`config.mk`:
```
export PLATFORM = sky130hd
export DESIGN_NAME = jc_decade_counter
export DESIGN_NICKNAME = d
export VERILOG_FILES = /design/src/rtl/jc_pkg.sv /design/src/rtl/jc_sync.sv /design/src/rtl/jc_edge_qual.sv /design/src/rtl/jc_ring.sv /design/src/rtl/jc_decade_counter.sv
export SDC_FILE = /design/constraint.sdc
export NUM_CORES = 1
export LEC_CHECK = 0
export BUFFER_PORTS_ARGS = -buffer_cell sky130_fd_sc_hd__buf_2
export CAP_MARGIN = 30
export CORE_UTILIZATION = 40
export DETAILED_ROUTE_END_ITERATION = 16
export SYNTH_ARGS = -nofsm -noshare
export SYNTH_HDL_FRONTEND = slang
export SYNTH_HIERARCHICAL = 1
export SYNTH_SLANG_ARGS = --single-unit
```
`constraint.sdc`:
```
create_clock -name clk -period 2.21 [get_ports clk]
set_clock_uncertainty 0.1 [all_clocks]
set_input_delay 0 -clock clk [delete_from_list [all_inputs] [get_ports clk]]
set_output_delay 0 -clock clk [all_outputs]
set_load 0.05 [all_outputs]
```
`src/rtl/jc_pkg.sv`:
```
package jc_pkg;
  // Edge events found on the two synchronized count inputs
  typedef struct packed {
    logic up_rise;   // qualified rising edge on the rising-sense input
    logic dn_fall;   // qualified falling edge on the falling-sense input
  } jc_edges_t;

  localparam int JC_MIN_SYNC = 2;
endpackage

```
`src/rtl/jc_sync.sv`:
```
module jc_sync #(
  parameter int WIDTH  = 2,
  parameter int STAGES = 2
) (
  input  logic             clk,
  input  logic             rst,
  input  logic [WIDTH-1:0] d,
  output logic [WIDTH-1:0] q
);
  logic [WIDTH-1:0] chain [STAGES];

  always_ff @(posedge clk) begin
    if (rst) begin
      for (int i = 0; i < STAGES; i++) chain[i] <= '0;
    end else begin
      chain[0] <= d;
      for (int i = 1; i < STAGES; i++) chain[i] <= chain[i-1];
    end
  end

  assign q = chain[STAGES-1];
endmodule

```
`src/rtl/jc_edge_qual.sv`:
```
module jc_edge_qual
  import jc_pkg::*;
(
  input  logic clk,
  input  logic rst,
  input  logic up_lvl,
  input  logic dn_lvl,
  output logic adv
);
  logic      up_prev, dn_prev;
  jc_edges_t ev;

  always_ff @(posedge clk) begin
    if (rst) begin
      up_prev <= 1'b0;
      dn_prev <= 1'b0;
    end else begin
      up_prev <= up_lvl;
      dn_prev <= dn_lvl;
    end
  end

  always_comb begin
    ev.up_rise = up_lvl & ~up_prev & ~dn_lvl;
    ev.dn_fall = ~dn_lvl & dn_prev & up_lvl;
  end

  // Both qualified edges in one cycle still give a single count
  assign adv = ev.up_rise | ev.dn_fall;
endmodule

```
`src/rtl/jc_ring.sv`:
```
module jc_ring #(
  parameter int STAGES = 5,
  localparam int NOUT  = 2 * STAGES
) (
  input  logic              clk,
  input  logic              rst,
  input  logic              mr,
  input  logic              load_en,
  input  logic [STAGES-1:0] load_code,
  input  logic              adv,
  output logic [NOUT-1:0]   dec_q,
  output logic              carry_n_q
);
  logic [STAGES-1:0] ring_q, ring_d, shifted;
  logic [NOUT-1:0]   circ, dec_d;

  // Twisted shift with repair term on stage 2: a lone 1 in stage 1
  // (zeros in stages 0 and 2) is dropped as it moves up.
  assign shifted[0] = ~ring_q[STAGES-1];
  generate
    for (genvar i = 1; i < STAGES; i++) begin : g_shift
      if (i == 2) begin : g_fix
        assign shifted[i] = ring_q[1] & (ring_q[0] | ring_q[2]);
      end else begin : g_plain
        assign shifted[i] = ring_q[i-1];
      end
    end
  endgenerate

  always_comb begin
    if (load_en)  ring_d = load_code;
    else if (adv) ring_d = shifted;
    else          ring_d = ring_q;
  end

  // Ring plus its complement form a 2*STAGES circle; each output
  // marks the single 1-to-0 boundary of a legal circle.
  generate
    for (genvar j = 0; j < NOUT; j++) begin : g_dec
      if (j < STAGES) begin : g_lo
        assign circ[j] = ring_d[j];
      end else begin : g_hi
        assign circ[j] = ~ring_d[j-STAGES];
      end
      assign dec_d[j] = circ[(j+NOUT-1)%NOUT] & ~circ[j];
    end
  endgenerate

  always_ff @(posedge clk or posedge mr) begin
    if (mr) begin
      ring_q    <= '0;
      dec_q     <= NOUT'(1);
      carry_n_q <= 1'b1;
    end else if (rst) begin
      ring_q    <= '0;
      dec_q     <= NOUT'(1);
      carry_n_q <= 1'b1;
    end else begin
      ring_q    <= ring_d;
      dec_q     <= dec_d;
      carry_n_q <= ~ring_d[STAGES-1];
    end
  end
endmodule

```
`src/rtl/jc_decade_counter.sv`:
```
module jc_decade_counter #(
  parameter int STAGES      = 5,
  parameter int SYNC_STAGES = jc_pkg::JC_MIN_SYNC,
  localparam int NOUT       = 2 * STAGES
) (
  input  logic              clk,
  input  logic              rst,
  input  logic              mr,
  input  logic              rise_cnt_i,
  input  logic              fall_cnt_i,
  input  logic              load_en,
  input  logic [STAGES-1:0] load_code,
  output logic [NOUT-1:0]   dec_o,
  output logic              carry_n_o
);
  logic [1:0] lvl;
  logic       adv_w;

  jc_sync #(.WIDTH(2), .STAGES(SYNC_STAGES)) sync_i (
    .clk (clk),
    .rst (rst),
    .d   ({fall_cnt_i, rise_cnt_i}),
    .q   (lvl)
  );

  jc_edge_qual edge_i (
    .clk    (clk),
    .rst    (rst),
    .up_lvl (lvl[0]),
    .dn_lvl (lvl[1]),
    .adv    (adv_w)
  );

  jc_ring #(.STAGES(STAGES)) ring_i (
    .clk       (clk),
    .rst       (rst),
    .mr        (mr),
    .load_en   (load_en),
    .load_code (load_code),
    .adv       (adv_w),
    .dec_q     (dec_o),
    .carry_n_q (carry_n_o)
  );
endmodule

```
After elaboration in Yosys (flattened, before gate mapping)
Memory sizes are Yosys's and may differ from the RTL's.
Cells that the tools add are included.
- input bits: 11
- word-level logic and storage cells: 43
- RAM bits: 4
- output and inout bits: 11
- bits in registers: 18
- memories kept: 1
- memories (name ; words ; width ; rd ports ; clocked after memory_dff ; wr ports ; RTL line ; text):
    sync_i.chain ; 2 ; 2 ; 2 ; 0 ; 2 ; jc_sync.sv:10 ; logic [WIDTH-1:0] chain [STAGES];
- bitwise operators: 27
- muxes and demuxes: 10
- operator list (operator ; number):
    bitwise AND 1 bit ; 15
    2-to-1 mux 5 bit ; 3
    2-to-1 mux 10 bit ; 1
    inverter 1 bit ; 8
    2-to-1 mux 1 bit ; 4
    2-to-1 mux 2 bit ; 2
    bitwise OR 1 bit ; 4

Longest topological paths before layout
Gate-level depths: netlist of run 1.
- depth after elaboration: 9
- gate-level depth with buffers: 6
- depth with buffers taken out: 5

By module
Netlist of run 1, hierarchy kept.
- modules (own cells, without submodules) (module ; seq. area each (um^2) ; cells an instance ; instances ; area an instance (um^2)):
    jc_ring ; 402.9 ; 59 ; 1 ; 729.4
    jc_sync ; 80.1 ; 10 ; 1 ; 120.1
    jc_edge_qual ; 40.0 ; 6 ; 1 ; 78.8

Worst setup path before layout of run 1
Ideal clock, no wire load.
- path kind: register to register
- from: memory sync_i.chain[1][1], in the netlist sync_i/chain[0][3]
- to: register ring_i.dec_q[7]
- required time: 2.030 ns
- buffers on the path: 2
- cell stages (with the launch flop): 7
- arrival time: 1.358 ns
- period minus slack after synthesis: 1.538 ns
- setup slack: 0.672 ns
- library setup time: 0.080 ns
- cells stage by stage: dfxtp_1 -> buf_4 -> nor3b_2 -> buf_6 -> mux2_4 -> mux2i_4 -> nor3b_2
- RTL lines (item ; RTL line ; text):
    start, declared ; jc_sync.sv:10 ;
    end signal, assigned ; jc_ring.sv:52 ; dec_q <= NOUT'(1);
    end signal, assigned ; jc_ring.sv:56 ; dec_q <= NOUT'(1);
    end signal, assigned ; jc_ring.sv:60 ; dec_q <= dec_d;
    end, declared ; jc_ring.sv:11 ; output logic [NOUT-1:0] dec_q,

Worst setup path in the final report of run 1
- from: register edge_i.up_prev
- to: register ring_i.ring_q[3]
- cells in the longest elaborated chain, start to end: 7
- ends and longest elaborated chain (item ; RTL line ; text):
    start, declared ; jc_edge_qual.sv:10 ; logic up_prev, dn_prev;
    start signal, assigned ; jc_edge_qual.sv:18 ; up_prev <= up_lvl;
    inverter 1 bit ; jc_edge_qual.sv:24 ; ev.up_rise = up_lvl & ~up_prev & ~dn_lvl;
    bitwise AND 1 bit (2 in series) ; jc_edge_qual.sv:24 ;
    bitwise OR 1 bit ; jc_edge_qual.sv:29 ; assign adv = ev.up_rise | ev.dn_fall;
    net adv_w ; jc_decade_counter.sv:17 ; logic adv_w;
    2-to-1 mux 5 bit ; jc_ring.sv:32 ; else if (adv) ring_d = shifted;
    2-to-1 mux 5 bit ; jc_ring.sv:31 ; if (load_en) ring_d = load_code;
    2-to-1 mux 5 bit ; jc_ring.sv:54 ; end else if (rst) begin
    end signal, assigned ; jc_ring.sv:59 ; ring_q <= ring_d;
    end, declared ; jc_ring.sv:14 ; logic [STAGES-1:0] ring_q, ring_d, shifted;
The timed path passes the listed nets, and every way through them passes these cells.
A chain may end at the register's enable or synchronous reset.

==> summary.md, run 1 <==
| Metric | Value |
|---|---|
| R2R setup slack | 0.11 ns |
| Global-route wire length before repair | 2770 um |
| Drt initial violations | 6 |
| 1st-pass router iterations | 4 |
| Synthesized area per cell | 12.4 sq um |
| Vias in the first global route | 584 |
| Root Buffer | clkbuf_4 |
| Most common cell after layout, fill and taps aside | buf_2 |
| Synthesized flop and latch total | 22 |
| Setup violations, final | 0 |
| CTS clk-pin slew, worst paths | 0.12 ns |
| Fin. Hold Viols | 0 |
| IO Pins | 22 |
| CTS HTree Levels | 1 |
| Pin count of the biggest net entering global routing | 19 |
| Placement Cell Area | 1040 sq um |
| Starting Density | 42.4% |
| PD cells | 716 nW/um^2 |
| Required time worst endpoint | 2.30 ns |
| Vias after detailed routing | 628 |
| Worst r2r dst | ring_i/ring_q[3] |
| Gr ovfl total | 0 |
| CP Max Fanout | 5 |
| Leakage | 0.594 nW |
| Power Total | 0.000897 W |
| Drt via density | 4.49 |
| DRC viols | 0 |
| Compound-Gate Fraction of Synth Area | 8.89% |
| Core Area | 2190 sq um |
| WP data arrival | 2.20 ns |
| Adder-Cell Fraction of Synth Area | 0% |
| Largest family of logic cells by synthesized area | simple AND/OR/NAND/NOR gates |
| Synth Instances | 75 |
| Die X | 50.2 um |
| Max VDD drop | 0.452 mV |
| Max transition margin | 61.5% |
| Share of layout cells above drive strength 1 | 35.7% |
| Post-Synth XOR/XNOR Area | 0% |
| Pre-CTS setup slack | 0.607 ns |
| Clock Path Buffers | 2 |
| Total GRT Usage | 15.2% |
| F_max | 0.476 GHz |
| Register area share after synthesis | 56.3% |
| PortBufs | 21 |
| Max-slew violations | 0 |
| Synth cell types | 27 |
| Warnings from Yosys | 6 |
| Die height | 50.2 um |
| Reg2reg path depth | 7 |
| Post-DP HPWL | 1030 um |
| CP startpoint kind | flip-flop |
| Post-route ant nets | 0 |
| Multiplexer share of the synthesized area | 9.16% |
| Initial antenna violation count | 0 |
| Hold path depth | 4 |
| Setup ws final | 0.107 ns |
| Sum Neg Setup Slack | 0 ns |
| Maxcap violations | 0 |
| Finished Cell Area | 1250 sq um |
| Final wirelength | 1620 um |
| Period minus WS final | 2.10 ns |
| CTS sink count | 22 |
| WS Path Type | flip-flop to flip-flop |
| Outcome | complete, no violations |
| Final nets | 124 |
| Post-route clock period utilization | 95.1% |
| Number of buffers created by CTS | 3 |
| Syn-to-layout area delta | 35.0% |
| GP Congestion | 0.750 |
| Full die area | 2520 sq um |
| Diode count | 0 |
| Wirelength per Cell | 11.6 um |
| Clk_lat worst skew | 0.30 ns |
| Simple-Gate Fraction of Synth Area | 20.1% |
| Hold_sp | load_en |
| Syn Std Cell Area | 928 sq um |
| Min-Delay Endpoint | ring_i/dec_q[6] |
| RR Startpoint | edge_i/up_prev |
| Row count | 17 |
| CTS tree | yes |
| Slew at the pin closest to its max-slew limit | 0.578 ns |
| Most frequent cells in the layout | 20 x buf_2, 14 x dlygate4sd3_1, 14 x dfrtp_1, 8 x nor2b_1 |
| Final core occ | 57.2% |
| HP Class | input pin to flip-flop |
| Net Count, Synth | 86 |
| Crit. End Element | flip-flop |
[logic make-up (layout without fill, tap and decap cells)]
| logic type | Yosys count | count (layout) |
|---|---|---|
| and+or+nand+nor | 30 | 30 |
| DFF | 22 | 22 |
| AOI/OAI and AO/OA | 9 | 9 |
| buffers and inverters | 9 | 46 |
| muxes | 5 | 5 |
[through the flow]
step / hold WS (ns) / cells
finish: 0.0328 / 140
global route: 0.0735 / 140
CTS: 0.0141 / 138
detailed placement: 0.000907 / 120
global placement: -0.00712 / 120
floorplan: -0.188 / 75
[state kept, by name, indices dropped and copies added (netlist names)]
| name | cells |
|---|---|
| edge_i/dn_prev | 1 |
| edge_i/up_prev | 1 |
| ring_i/carry_n_q | 1 |
| ring_i/dec_q | 10 |
| ring_i/ring_q | 5 |
| sync_i/chain | 4 |
[worst max path at each step]
stage | from | endpoint | slack (ns) | cells after the start
finish | edge_i/up_prev | ring_i/ring_q[3] | 0.11 | 7
global route | edge_i/up_prev | ring_i/ring_q[3] | -0.0005 | 7
CTS | edge_i/up_prev | ring_i/ring_q[3] | 0.09 | 7
detailed placement | edge_i/up_prev | ring_i/dec_q[7] | 0.61 | 6
global placement | edge_i/up_prev | ring_i/dec_q[7] | 0.62 | 6
floorplan | sync_i/chain[0][3] | ring_i/dec_q[7] | 0.67 | 6
[repair_timing]
item / CTS / global route
setup endpoints to repair: 0 / 2
hold buffers: 14 / 0
hold endpoints to repair: 34 / 0
buffers inserted: 0 / 2
gates resized for setup: 0 / 2
[power breakdown]
| group | internal (W) | switching (W) | total (W) |
|---|---|---|---|
| sequential | 0.000425 | 0.00000923 | 0.000434 |
| combinational | 0.0000639 | 0.0000985 | 0.000162 |
| clock | 0.000183 | 0.000117 | 0.000301 |
[cell usage after synthesis]
library cell / n / share of area [%]
a211oi_1: 1 / 0.81
nand3b_1: 1 / 0.81
buf_4: 2 / 1.6
mux2_4: 1 / 1.6
o41ai_2: 1 / 1.8
and2_1: 4 / 2.7
a211oi_4: 1 / 2.2
inv_2: 1 / 0.40
nor2b_1: 8 / 5.4
o31a_1: 1 / 0.94
inv_1: 3 / 1.2
nor3b_2: 2 / 2.7
nor3_1: 5 / 2.7
buf_2: 2 / 1.1
nor2b_4: 1 / 1.5
dfrtp_1: 14 / 38
dfxtp_1: 6 / 13
nor2_1: 6 / 2.4
o31ai_1: 2 / 1.6
a21oi_1: 3 / 1.6
mux2i_2: 1 / 1.5
and4b_1: 1 / 1.1
mux2_1: 1 / 1.2
buf_6: 1 / 1.2
mux2i_4: 2 / 4.9
dfstp_2: 2 / 5.7
nand2_1: 2 / 0.81
[routing by layer]
metal / GRT usage [%] / vias up / share of wire, %
met2: 22.2 / 15 / 44
met1: 21.6 / 289 / 51
met3: 2.73 / 2 / 4.0
met4: 7.14 / 0 / 0.86
li1: - / 322 / -
met5: 0 / - / 0
[critical path, stage by stage (launching register included)]
cell           delay [ns]
dfxtp_1              0.32
nor2b_4              0.11
nor3b_2              0.17
buf_6                0.13
mux2_1               0.35
mux2i_4              0.18
nor2_1               0.07
dlygate4sd3_1        0.57
[layout make-up]
| class | count | area, sq um |
|---|---|---|
| Multi-Input combinational cell | 44 | 354 |
| Clock buffer | 3 | 22.5 |
| Tap cell | 28 | 35.0 |
| Fill cell | 192 | 937 |
| Sequential cell | 22 | 523 |
| Inverter | 4 | 15.0 |
| Timing Repair Buffer | 38 | 274 |
| Clock inverter | 1 | 30.0 |
Note: power is estimated with default switching activity, not from simulation.
==> run 2: changes to the inputs <==
--- a/config.mk
+++ b/config.mk
@@ -7,8 +7,11 @@
 export LEC_CHECK = 0
 export BUFFER_PORTS_ARGS = -buffer_cell sky130_fd_sc_hd__buf_2
 export CAP_MARGIN = 30
+export CELL_PAD_IN_SITES_DETAIL_PLACEMENT = 0
+export CELL_PAD_IN_SITES_GLOBAL_PLACEMENT = 1
 export CORE_UTILIZATION = 40
 export DETAILED_ROUTE_END_ITERATION = 16
+export PLACE_DENSITY_LB_ADDON = 0.1
 export SYNTH_ARGS = -nofsm -noshare
 export SYNTH_HDL_FRONTEND = slang
 export SYNTH_HIERARCHICAL = 1
==> summary.md, run 2 (same netlist as run 1, synthesis figures left out) <==
| Metric | Value |
|---|---|
| Outcome | complete, no violations |
| CP startpoint kind | flip-flop |
| Fin. Hold Viols | 0 (unchanged) |
| Pin count of the biggest net entering global routing | 19 (unchanged) |
| CP Max Fanout | 9 (+4) |
| Syn-to-layout area delta | 33.3% |
| Most frequent cells in the layout | 21 x buf_2, 15 x dlygate4sd3_1, 14 x dfrtp_1, 8 x nor2b_1 |
| Post-route clock period utilization | 95.5% (+0.32 points) |
| Worst setup startpoint | edge_i/up_prev |
| WS Path Type | flip-flop to flip-flop |
| Sum Neg Setup Slack | 0 ns (unchanged) |
| CTS sink count | 22 (unchanged) |
| Final wirelength | 1620 um (-0.25%) |
| CTS clk-pin slew, worst paths | 0.12 ns (about the same) |
| GP Congestion | 0.707 (-5.7%) |
| Max transition margin | 59.8% (-1.7 points) |
| Max-slew violations | 0 (unchanged) |
| Crit. End Element | flip-flop |
| Largest reg by FF count | ring_i/dec_q |
| Clk_lat worst skew | 0.31 ns (about the same) |
| Leakage | 0.585 nW (-1.5%) |
| PortBufs | 21 (unchanged) |
| Gr ovfl total | 0 (unchanged) |
| Full die area | 2520 sq um (unchanged) |
| Required time worst endpoint | 2.32 ns (+0.02 ns) |
| PD cells | 663 nW/um^2 (-7.4%) |
| Core Area | 2190 sq um (unchanged) |
| R2R setup slack | 0.10 ns (about the same) |
| Initial antenna violation count | 0 (unchanged) |
| Clock Path Buffers | 2 (unchanged) |
| Most common cell after layout, fill and taps aside | buf_2 |
| Row count | 17 (unchanged) |
| Slew at the pin closest to its max-slew limit | 0.603 ns (+0.0252 ns) |
| IO Pins | 22 (unchanged) |
| Max VDD drop | 0.332 mV (-27%) |
| 1st-pass router iterations | 3 (-1) |
| Maxcap violations | 0 (unchanged) |
| Number of buffers created by CTS | 3 (unchanged) |
| Drt via density | 4.59 (+2.2%) |
| CTS HTree Levels | 1 (unchanged) |
| Largest regs | ring_i/dec_q: 10 flops, ring_i/ring_q: 5 flops, sync_i/chain: 4 flops |
| Die X | 50.2 um (unchanged) |
| Largest register FFs | 10 (unchanged) |
| RR Startpoint | edge_i/up_prev |
| Post-route ant nets | 0 (unchanged) |
| Placed Instances | 120 (unchanged) |
| Max incr delay on CP | 0.57 ns (about the same) |
| Critical path, cell by cell | nor2b_4 > nor3b_2 > buf_6 > mux2_2 > mux2i_4 > nor2_1 > dlygate4sd3_1 |
| Reg2reg path depth | 7 (unchanged) |
| HP Class | input pin to async pin |
| Vias after detailed routing | 642 (+2.2%) |
| Worst setup path end | ring_i/ring_q[3] |
| Final std cells w/o fill | 140 (unchanged) |
| Setup ws final | 0.100 ns (-0.00713 ns) |
| Period minus WS final | 2.11 ns (+0.00713 ns) |
| DRC viols | 0 (unchanged) |
| Root Buffer | clkbuf_4 |
| Starting Density | 42.4% (unchanged) |
| Post-DP HPWL | 1080 um (+5.6%) |
| RSZ-0062 raised after global routing | false |
| Slowest cell on the critical path | dlygate4sd3_1 |
| Drt initial violations | 6 (unchanged) |
| Worst r2r dst | ring_i/ring_q[3] |
| Final-layout fill cell count | 190 (-1.0%) |
| Share of layout cells above drive strength 1 | 35.7% (unchanged) |
| Total GRT Usage | 15.8% (+0.61 points) |
| Vias in the first global route | 638 (+9.2%) |
| Global-route wire length before repair | 2840 um (+2.5%) |
| CTS tree | yes |
| Diode count | 0 (unchanged) |
| Wirelength per Cell | 11.6 um (-0.25%) |
| Die height | 50.2 um (unchanged) |
| WP data arrival | 2.22 ns (+0.02 ns) |
| Setup violations, final | 0 (unchanged) |
| Final nets | 124 (unchanged) |
| F_max | 0.474 GHz (-0.34%) |
| Pre-CTS setup slack | 0.589 ns (-0.0177 ns) |
## run 2: worst max-delay path: cells and delay by family, from the launching register on
kind	cells	cell delay, ns
buffers and inverters	2	0.72
multiplexers	2	0.52
AND/OR/NAND/NOR	3	0.34
flip-flops	1	0.32
## run 2: stage by stage
stage          hold slack [ns]  util (%)  power (W)  area (sq um)
2_1_floorplan           -0.188         -   0.000550           928
3_3_place_gp          0.000306      47.5   0.000583          1040
3_5_place_dp           0.00826      47.5   0.000583          1040
4_1_cts                  0.195      56.0   0.000831          1230
5_1_grt                  0.242      56.5   0.000860          1240
6_report                 0.184      56.5   0.000820          1240
## run 2: how the worst min path moves through the flow
stage / start / slack [ns] / endpoint / depth (start not counted)
finish: mr / 0.18 / ring_i/ring_q[3] / 3
global placement: mr / 0.0003 / ring_i/dec_q[1] / 2
detailed placement: mr / 0.008 / ring_i/dec_q[1] / 2
global route: mr / 0.24 / ring_i/dec_q[9] / 3
CTS: mr / 0.20 / ring_i/dec_q[1] / 3
floorplan: mr / -0.19 / ring_i/dec_q[1] / 1
## run 2: per-layer routing
layer,share of wire [%],vias up,track usage [%]
met3,4.1,4,2.73
met4,2.1,0,11.4
met2,45,16,24.4
li1,-,323,-
met5,0,-,0
met1,48,299,19.7
## run 2: repair_timing
item                       4_1_cts  5_1_grt
hold buffers                    15        0
setup endpoints to repair        0        2
hold endpoints to repair        34        0
setup buffers                    0        1
gates resized for setup          0        2
## run 2: final cells by class
type,instances,area (sq um),share of cell area (%)
multi-input combinational,44,354,28.6
tap,28,35.0,2.83
clock buffer,4,36.3,2.93
timing repair buffer,38,274,22.1
sequential,22,523,42.3
inverter,4,15.0,1.21
## run 2: where the power goes
group	switching, W	leakage [nW]	internal (W)
logic	0.0000981	0.306	0.0000642
registers	0.00000866	0.258	0.000425
clock network	0.000123	0.0210	0.000101
==> run 3: changes to the inputs <==
--- a/config.mk
+++ b/config.mk
@@ -5,11 +5,12 @@
 export SDC_FILE = /design/constraint.sdc
 export NUM_CORES = 1
 export LEC_CHECK = 0
+export ABC_AREA = 1
 export BUFFER_PORTS_ARGS = -buffer_cell sky130_fd_sc_hd__buf_2
 export CAP_MARGIN = 30
 export CELL_PAD_IN_SITES_DETAIL_PLACEMENT = 0
 export CELL_PAD_IN_SITES_GLOBAL_PLACEMENT = 1
-export CORE_UTILIZATION = 40
+export CORE_UTILIZATION = 37
 export DETAILED_ROUTE_END_ITERATION = 16
 export PLACE_DENSITY_LB_ADDON = 0.1
 export SYNTH_ARGS = -nofsm -noshare
==> summary.md, run 3 <==
| Metric | Value |
|---|---|
| Most common cell after layout, fill and taps aside | buf_2 |
| Largest family of logic cells by synthesized area | simple AND/OR/NAND/NOR gates |
| Hold path depth | 4 |
| WHS | 0.105 ns (-0.0792 ns) |
| Outcome | complete, no violations |
| CTS clk-pin slew, worst paths | 0.13 ns (about the same) |
| Critical path, cell by cell | inv_2 > nand2_1 > nor2_1 > inv_1 > nand2_1 > nand3_2 > o21ai_2 > nand2_1 > dlygate4sd3_1 > nand2_1 |
| Gr ovfl total | 0 (unchanged) |
| Syn-to-layout area delta | 34.1% |
| Clock Path Buffers | 2 (unchanged) |
| Max incr delay on CP | 0.55 ns (-0.02 ns) |
| Leading post-synthesis cells by cell area | dfrtp_1 41%, dfxtp_1 14%, inv_1 8.3% |
| F_max | 0.496 GHz (+4.6%) |
| Slowest cell on the critical path | dlygate4sd3_1 |
| CTS HTree Levels | 1 (unchanged) |
| Top-area cell type share of the netlist area | 40.6% (+2.8 points) |
| RR Startpoint | sync_i/chain[0][3] |
| Post-route ant nets | 0 (unchanged) |
| Synth Instances | 95 (+27%) |
| WP data arrival | 2.16 ns (-0.06 ns) |
| Warnings from Yosys | 6 (unchanged) |
| Initial antenna violation count | 0 (unchanged) |
| Die X | 50.3 um (+0.26%) |
| Simple-Gate Fraction of Synth Area | 24.3% (+4.3 points) |
| Most frequent cells in the layout | 21 x buf_2, 19 x inv_1, 19 x nor2_1, 14 x nand2_1, 14 x dfrtp_1 |
| Largest register FFs | 10 (unchanged) |
| Row count | 17 (unchanged) |
| PortBufs | 21 (unchanged) |
| FFs w/ async S/R, synth | 72.7% (unchanged) |
| Required time worst endpoint | 2.35 ns (+0.03 ns) |
| Root Buffer | clkbuf_4 |
| Vias in the first global route | 629 (-1.4%) |
| Area leader, netlist | dfrtp_1 |
| Adder-Cell Fraction of Synth Area | 0% (unchanged) |
| Crit. End Element | flip-flop |
| R2R setup slack | 0.19 ns (+0.09 ns) |
| Fin. Hold Viols | 0 (unchanged) |
| GP Congestion | 0.776 (+9.8%) |
| Worst setup startpoint | sync_i/chain[0][3] |
| Compound-Gate Fraction of Synth Area | 3.04% (-5.9 points) |
| Post-DP HPWL | 1130 um (+4.1%) |
| HP Class | input pin to flip-flop |
| 1st-pass router iterations | 4 (+1) |
| Pre-CTS setup slack | 0.730 ns (+0.141 ns) |
| Post-synth EDFFs | 0 (unchanged) |
| Vias after detailed routing | 687 (+7.0%) |
| DRC viols | 0 (unchanged) |
| Drt via density | 4.35 (-5.2%) |
| Number of buffers created by CTS | 3 (unchanged) |
| Total GRT Usage | 14.2% (-1.6 points) |
| Multiplexer share of the synthesized area | 0% (-9.2 points) |
| Core Area | 2210 sq um (+0.97%) |
| Setup violations, final | 0 (unchanged) |
| Pin count of the biggest net entering global routing | 17 (-2) |
| Post-route clock period utilization | 91.3% (-4.2 points) |
| Hold buffer count at CTS | 13 (-2) |
| Synthesized area per cell | 9.09 sq um (-27%) |
| Top cell family by delay on the critical path | buffers and inverters |
| IO Pins | 22 (unchanged) |
| CP startpoint kind | flip-flop |
| WP buf/inv | 3 (+1) |
| Synth cell count leaders | 19 x inv_1, 19 x nor2_1, 14 x dfrtp_1, 14 x nand2_1, 6 x dfxtp_1 |
| Full die area | 2530 sq um (+0.52%) |
| Starting Density | 39.0% (-3.3 points) |
| Largest reg by FF count | ring_i/dec_q |
| CP most frequent cell | nand2_1 |
| Max-slew violations | 0 (unchanged) |
| Die height | 50.3 um (+0.26%) |
| Setup ws final | 0.193 ns (+0.0926 ns) |
| Diode count | 0 (unchanged) |
| PD cells | 761 nW/um^2 (+15%) |
| WS Path Type | flip-flop to flip-flop |
| Post-CTS sizing | 0 (unchanged) |
| Leakage | 0.638 nW (+9.0%) |
| Global-route wire length before repair | 2620 um (-8.0%) |
| Sum Neg Setup Slack | 0 ns (unchanged) |
| Syn Std Cell Area | 863 sq um (-7.0%) |
| Final nets | 142 (+15%) |
| CTS tree | yes |
| Period minus WS final | 2.02 ns (-0.0926 ns) |
| Post-Synth XOR/XNOR Area | 0% (unchanged) |
| Worst setup path end | ring_i/dec_q[0] |
| RSZ-0062 raised after global routing | false |
| Drt initial violations | 15 (+9) |
| Max VDD drop | 0.421 mV (+27%) |
| Share of layout cells above drive strength 1 | 27.7% (-8.0 points) |
| Synthesized flop and latch total | 22 (unchanged) |
| CP Max Fanout | 7 (-2) |
| Net Count, Synth | 106 (+23%) |
| Register area share after synthesis | 60.6% (+4.2 points) |
| Slew at the pin closest to its max-slew limit | 0.594 ns (-0.00829 ns) |
| Setup bufs post-CTS | 0 (unchanged) |
| Reg2reg path depth | 10 (+3) |
| CTS sink count | 22 (unchanged) |
| Synth cell types | 17 (-37%) |
| Final wirelength | 1590 um (-1.7%) |
| Final-layout fill cell count | 225 (+18%) |
| Largest regs | ring_i/dec_q: 10 flops, ring_i/ring_q: 5 flops, sync_i/chain: 4 flops |
| Worst r2r dst | ring_i/dec_q[0] |
| Top FF cell, synth | dfrtp_1 |
| Wirelength per Cell | 10.1 um (-13%) |
| Maxcap violations | 0 (unchanged) |
| Max transition margin | 60.3% (+0.55 points) |
| Stages on worst setup path | 10 (+3) |
| Clk_lat worst skew | 0.31 ns (about the same) |
## run 3: cell types whose count changed in the layout (fill, tap and decap cells not counted), sizes merged, moves of 3 or more
cell   before  now
a21oi       3    0
and2        4    0
inv         4   20
mux2i       3    0
nand2       2   17
nand3       0    6
nor2        6   19
nor2b       9    0
nor3        5    0
## run 3: final cells by class
class                   instances  area [sq um]  share of cell area (%)
clock buffers                   3          22.5                    1.95
flip-flops and latches         22           523                    45.2
well taps                      28          35.0                    3.03
repair buffers                 34           235                    20.3
multi-input cells              50           236                    20.4
clock inverters                 1          30.0                    2.59
inverters                      20          75.1                    6.49
## run 3: logic make-up (layout without fill, tap and decap cells)
logic type             Yosys count  after routing
and+or+nand+nor                 46             46
DFF                             22             22
buffers and inverters           23             58
AOI/OAI and AO/OA                4              4
## run 3: routing by layer
layer / share of wire, % / vias up / GRT usage [%] / wire, um
met3: 5.2 / 2 / 2.73 / 83
met2: 45 / 19 / 24.2 / 710
li1: - / 350 / - / -
met4: 1.1 / 0 / 6.94 / 17
met5: 0 / - / 0 / 0
met1: 49 / 316 / 16.9 / 781
## run 3: where the power goes
| part | leakage, nW | total [W] | switching, W | internal (W) |
|---|---|---|---|---|
| clock network | 0.0279 | 0.000301 | 0.000117 | 0.000183 |
| registers | 0.257 | 0.000433 | 0.00000788 | 0.000425 |
| logic | 0.353 | 0.000146 | 0.0000972 | 0.0000490 |
## run 3: worst reg2reg max path, delay by kind of cell, from the launching register on
kind / cells / cell delay (ns)
AO/OA/AOI/OAI: 1 / 0.09
buffers and inverters: 3 / 0.73
AND/OR/NAND/NOR: 6 / 0.70
flip-flops: 1 / 0.33
## run 3: worst min path at each step
| stage | from | end | slack [ns] |
|---|---|---|---|
| floorplan | mr | ring_i/dec_q[1] | -0.19 |
| global placement | mr | ring_i/dec_q[9] | -0.006 |
| detailed placement | mr | ring_i/dec_q[9] | 0.01 |
| CTS | load_en | ring_i/carry_n_q | 0.10 |
| global route | load_en | ring_i/carry_n_q | 0.13 |
| finish | load_en | ring_i/carry_n_q | 0.10 |
## run 3: per-stage QoR
stage	total power, W	instance area (sq um)	instances	util (%)
after CTS	0.000897	1160	158	52.3
after global routing	0.000929	1160	158	52.3
after floorplan	0.000539	863	95	-
after detailed placement	0.000570	975	141	44.1
final	0.000880	1160	158	52.3
after global placement	0.000570	975	141	44.1
